`config.mk`:
```
export PLATFORM = sky130hd
export DESIGN_NAME = dvc_match_top
export DESIGN_NICKNAME = d
export VERILOG_FILES = /design/src/rtl/dvc_match_pkg.sv /design/src/rtl/dvc_lane_cmp.sv /design/src/rtl/dvc_combine.sv /design/src/rtl/dvc_match_top.sv
export SDC_FILE = /design/constraint.sdc
export NUM_CORES = 1
export LEC_CHECK = 0
export BUFFER_PORTS_ARGS = -buffer_cell sky130_fd_sc_hd__buf_4
export CORE_AREA = 4 4 49 51
export DETAILED_ROUTE_END_ITERATION = 8
export DIE_AREA = 0 0 53 55
export PLACE_DENSITY = 0.72
export SYNTH_ARGS = -nofsm -noshare
export SYNTH_HDL_FRONTEND = slang
export SYNTH_HIERARCHICAL = 1
export SYNTH_SLANG_ARGS = --single-unit
```
`constraint.sdc`:
```
create_clock -name clk_i -period 1.2 [get_ports clk_i]
set_input_delay 0.18 -clock clk_i [delete_from_list [all_inputs] [get_ports clk_i]]
set_output_delay 0.18 -clock clk_i [all_outputs]
set_load 0.01 [all_outputs]
```
`src/rtl/dvc_match_pkg.sv`:
```
package dvc_match_pkg;
   typedef enum logic [1:0] {
      MODE_OFF   = 2'b00,
      MODE_ALL   = 2'b01,
      MODE_ANY   = 2'b10,
      MODE_PAIRS = 2'b11
   } dvc_mode_e;
endpackage

```
`src/rtl/dvc_lane_cmp.sv`:
```
module dvc_lane_cmp #(
   parameter int BYTES  = 4,
   parameter int BYTE_W = 8,
   localparam int DATA_W = BYTES * BYTE_W
) (
   input  logic [DATA_W-1:0] data_i,
   input  logic [DATA_W-1:0] cmp_i,
   output logic [BYTES-1:0]  lane_eq_o
);
   // lane 0 is the most significant byte
   for (genvar i = 0; i < BYTES; i++) begin : g_lane
      localparam int HI = DATA_W - 1 - i * BYTE_W;
      assign lane_eq_o[i] = (data_i[HI -: BYTE_W] == cmp_i[HI -: BYTE_W]);
   end
endmodule

```
`src/rtl/dvc_combine.sv`:
```
module dvc_combine
   import dvc_match_pkg::*;
#(
   parameter int BYTES    = 4,
   parameter bit PAIRS_EN = 1'b1,
   localparam int NPAIR   = BYTES / 2
) (
   input  logic [BYTES-1:0] lane_eq_i,
   input  logic [BYTES-1:0] lane_en_i,
   input  dvc_mode_e        mode_i,
   output logic             hit_o
);
   logic [BYTES-1:0] pass_and;   // disabled lanes pass
   logic [BYTES-1:0] pass_or;    // disabled lanes fail
   logic             all_hit;
   logic             any_hit;
   logic             pair_hit;

   assign pass_and = lane_eq_i | ~lane_en_i;
   assign pass_or  = lane_eq_i & lane_en_i;
   assign all_hit  = (|lane_en_i) & (&pass_and);
   assign any_hit  = |pass_or;

   if (PAIRS_EN) begin : g_pairs
      logic [NPAIR-1:0] grp_hit;
      for (genvar k = 0; k < NPAIR; k++) begin : g_grp
         assign grp_hit[k] = (lane_en_i[2*k] | lane_en_i[2*k+1])
                           & pass_and[2*k] & pass_and[2*k+1];
      end
      assign pair_hit = |grp_hit;
   end else begin : g_no_pairs
      assign pair_hit = 1'b0;
   end

   always_comb begin
      unique case (mode_i)
         MODE_ALL:   hit_o = all_hit;
         MODE_ANY:   hit_o = any_hit;
         MODE_PAIRS: hit_o = pair_hit;
         default:    hit_o = 1'b0;
      endcase
   end
endmodule

```
`src/rtl/dvc_match_top.sv`:
```
module dvc_match_top
   import dvc_match_pkg::*;
#(
   parameter int BYTES    = 4,
   parameter int BYTE_W   = 8,
   parameter bit PAIRS_EN = 1'b1,
   localparam int DATA_W  = BYTES * BYTE_W
) (
   input  logic              clk_i,
   input  logic              rst_ni,
   input  logic [DATA_W-1:0] data_i,
   input  logic              valid_i,
   input  logic [DATA_W-1:0] cmp_val_i,
   input  logic [BYTES-1:0]  byte_en_i,
   input  logic [1:0]        mode_i,
   output logic              match_o,
   output logic              match_q_o
);
   if (BYTES < 2 || (BYTES % 2) != 0) begin : g_bad_bytes
      $error("dvc_match_top: BYTES must be an even number of at least 2");
   end
   if (BYTE_W < 1) begin : g_bad_width
      $error("dvc_match_top: BYTE_W must be positive");
   end

   logic [BYTES-1:0] lane_eq;
   dvc_mode_e        mode;

   assign mode = dvc_mode_e'(mode_i);

   dvc_lane_cmp #(.BYTES(BYTES), .BYTE_W(BYTE_W)) u_lanes (
      .data_i   (data_i),
      .cmp_i    (cmp_val_i),
      .lane_eq_o(lane_eq)
   );

   dvc_combine #(.BYTES(BYTES), .PAIRS_EN(PAIRS_EN)) u_comb (
      .lane_eq_i(lane_eq),
      .lane_en_i(byte_en_i),
      .mode_i   (mode),
      .hit_o    (match_o)
   );

   always_ff @(posedge clk_i or negedge rst_ni) begin
      if (!rst_ni) match_q_o <= 1'b0;
      else         match_q_o <= valid_i & match_o;
   end
endmodule

```
==> flow_metrics.py <==
metrics = {
    "global_route": {
        "grt_max_degree": 4,
        "overflow": 0,
        "grt_usage_pct": 11.88,
        "antenna_found_initial": 0,
        "first_global_vias": 709,
        "grt_pass1_wl_mm": 2.691,
    },
    "pwr": {
        "vdd_drop_max_uv": 225.2,
        "p_leak_uw": 0.0005907,
        "cellPowerDensity_nw_per_um2": 342.4,
        "total_power_uw": 426.7,
    },
    "die": {
        "core_area_sq_um": 1942,
        "initial_core_util_pct": 24.48,
        "die_h_microns": 55,
        "die_width_microns": 53,
        "io_pins": 75,
        "die_area_sq_um": 2915,
        "rows": 16,
    },
    "timing": {
        "fmax_mhz": 602.5,
        "worst_pin_slew_ns": 0.2286,
        "finalCritPeriodShare_pct": 138.3,
        "grt_setup_unrepaired": "yes",
        "setup_ws_ns": -0.4598,
        "relSlewSlack_pct": 84.76,
        "setup-violations-final": 2,
        "hold_viol_final": 0,
        "finalMaxSlewViolations": 0,
        "hold_slack_ns": 0.4010,
        "period_minus_slack_ns": 1.660,
    },
    "layout": {
        "post_route_cells_drive_above_1_share_pct": 68.35,
        "seqCellArea_sq_um": 25.02,
        "multi_input_area_sq_um": 531.8,
        "syn2layout_area_growth_pct": 162.1,
        "final_cells": 166,
        "reg.largest.list": "match_q_o x1",
        "final_net_count": 214,
        "largest-register": "match_q_o",
        "largest_register_ffs": 1,
        "nFillCells": 171,
        "n_antenna_cell": 0,
    },
    "yosys": {
        "synth_warnings": 6,
        "synth_top_area_share_pct": 58.95,
        "synthCells": 60,
        "ys_ff_latch": 1,
        "ys_seq_area_share_pct": 5.263,
        "yosys.area.top_type": "xnor2_1",
        "syn_nets": 133,
        "synth_area_leaders": "xnor2_1, nand4_1, dfrtp_1",
        "syn_area_sq_um": 475.5,
        "synth_cell_types": 13,
        "avgSynthCellArea_sq_um": 7.924,
    },
    "status": {
        "violations": "negative setup slack",
        "status": "finished with violations",
    },
    "route": {
        "detail_route.vias_per_cell": 4.271,
        "wl_mm": 1.974,
        "drt_iter0_drc": 2,
        "dr.pass1.iters": 2,
        "num_vias": 709,
        "drcViolationCount": 0,
        "drtAntennaViolNets": 0,
        "avgRoutedWirePerCell_microns": 11.89,
    },
    "worst_setup_path": {
        "cp_max_fo": 2,
        "cp.arrival_ns": 1.48,
        "crit_path_start_kind": "input port",
        "crit_required_ns": 1.02,
        "endpoint_kind": "output port",
        "criticalPathCategory": "in2out",
    },
    "placement": {
        "gp_congestion": 0.7693,
        "port-buffer-count": 74,
        "placed_cells": 164,
        "dpl.hpwl_mm": 1.796,
    },
    "hold_path": {
        "min_from": "valid_i",
        "worstHoldPathCells": 2,
        "hp-class": "in2reg",
        "min_to": "match_q_o",
    },
    "clock_tree": {
        "clk_pin_slew_worst_paths_ns": 0,
    },
    "job": {
        "drv_cap": 0,
    },
}
-- synth_stat cells, drive strengths merged --
library cell / n
o22ai: 1
a221oi: 1
a22oi: 4
nand3: 1
inv: 5
nor2: 4
and2: 1
xnor2: 32
nand4: 8
or3: 1
o211ai: 1
dfrtp: 1
-- cell type report --
cell class                      count  share of cell area [%]
Timing Repair Buffer               79                   51.10
Multi-Input combinational cell     54                   42.67
Tap cell                           27                   2.711
Sequential cell                     1                   2.008
Inverter                            5                   1.506
-- cells in the final DEF, fill, tap and decap left out --
cell / n
a221oi_2: 1
a22oi_1: 3
a22oi_2: 1
and2_1: 1
buf_4: 67
buf_6: 11
dfrtp_1: 1
dlygate4sd3_1: 1
inv_1: 5
nand3_1: 1
nand4_1: 8
nor2_1: 3
nor2_2: 1
o211ai_2: 1
o22ai_1: 1
or3_1: 1
xnor2_1: 19
xnor2_2: 13
-- worst max-delay path, cell delays in order --
cell      delay, ns
buf_4          0.12
xnor2_2        0.13
nand4_1        0.10
nor2_1         0.14
inv_1          0.06
a22oi_2        0.19
o211ai_2       0.10
a221oi_2       0.28
buf_4          0.17
-- worst max-delay path by stage --
| stage | start | to | slack [ns] | cells past startpoint |
|---|---|---|---|---|
| final | cmp_val_i[30] | match_o | -0.46 | 9 |
| after global routing | data_i[23] | match_o | -0.61 | 9 |
| after CTS | cmp_val_i[28] | match_o | -0.46 | 9 |
| after detailed placement | cmp_val_i[24] | match_o | -0.49 | 9 |
| after global placement | cmp_val_i[28] | match_o | -0.46 | 9 |
| after floorplan | cmp_val_i[25] | match_q_o | -0.22 | 8 |
-- cells by family (layout without fill, tap and decap cells) --
group / after synthesis / in the layout / synth area share (%)
AOI/OAI and AO/OA: 7 / 7 / 14.47
DFF: 1 / 1 / 5.262
buffers and inverters: 5 / 84 / 3.948
xor gates and xnor gates: 32 / 32 / 58.95
and+or+nand+nor: 15 / 15 / 17.37
-- per-layer routing --
| layer | track usage [%] | wire length [microns] |
|---|---|---|
| met5 | 0 | 0 |
| met4 | 0 | 0 |
| met3 | 2.681 | 277 |
| met2 | 26.65 | 1112 |
| met1 | 11.32 | 584 |
-- through the flow --
step                cell area, sq um  setup slack, ns  TNS, ns  util [%]
CTS                             1187          -0.4625  -0.8019     61.15
finish                          1246          -0.4598  -0.7946     64.18
floorplan                      498.0          -0.2190  -0.3816         -
detailed placement              1110          -0.4914  -0.8613     57.15
global route                    1246          -0.6054   -1.085     64.18
global placement                1110          -0.4571  -0.7835     57.15
-- where the power goes --
part           switching (uW)  internal (uW)  total, uW
Combinational             117            275        392
Clock                       0              0          0
Sequential             0.0156           34.4       34.4
Total                     117            310        427
-- what timing repair did --
action,in CTS,in global routing
endpoints found under the setup margin,2,2
setup buffers,1,0
pin swaps,1,10
endpoints found under the hold margin,1,0
resized for setup,10,12
hold buffers,1,0
(Power assumes the default switching activity.)
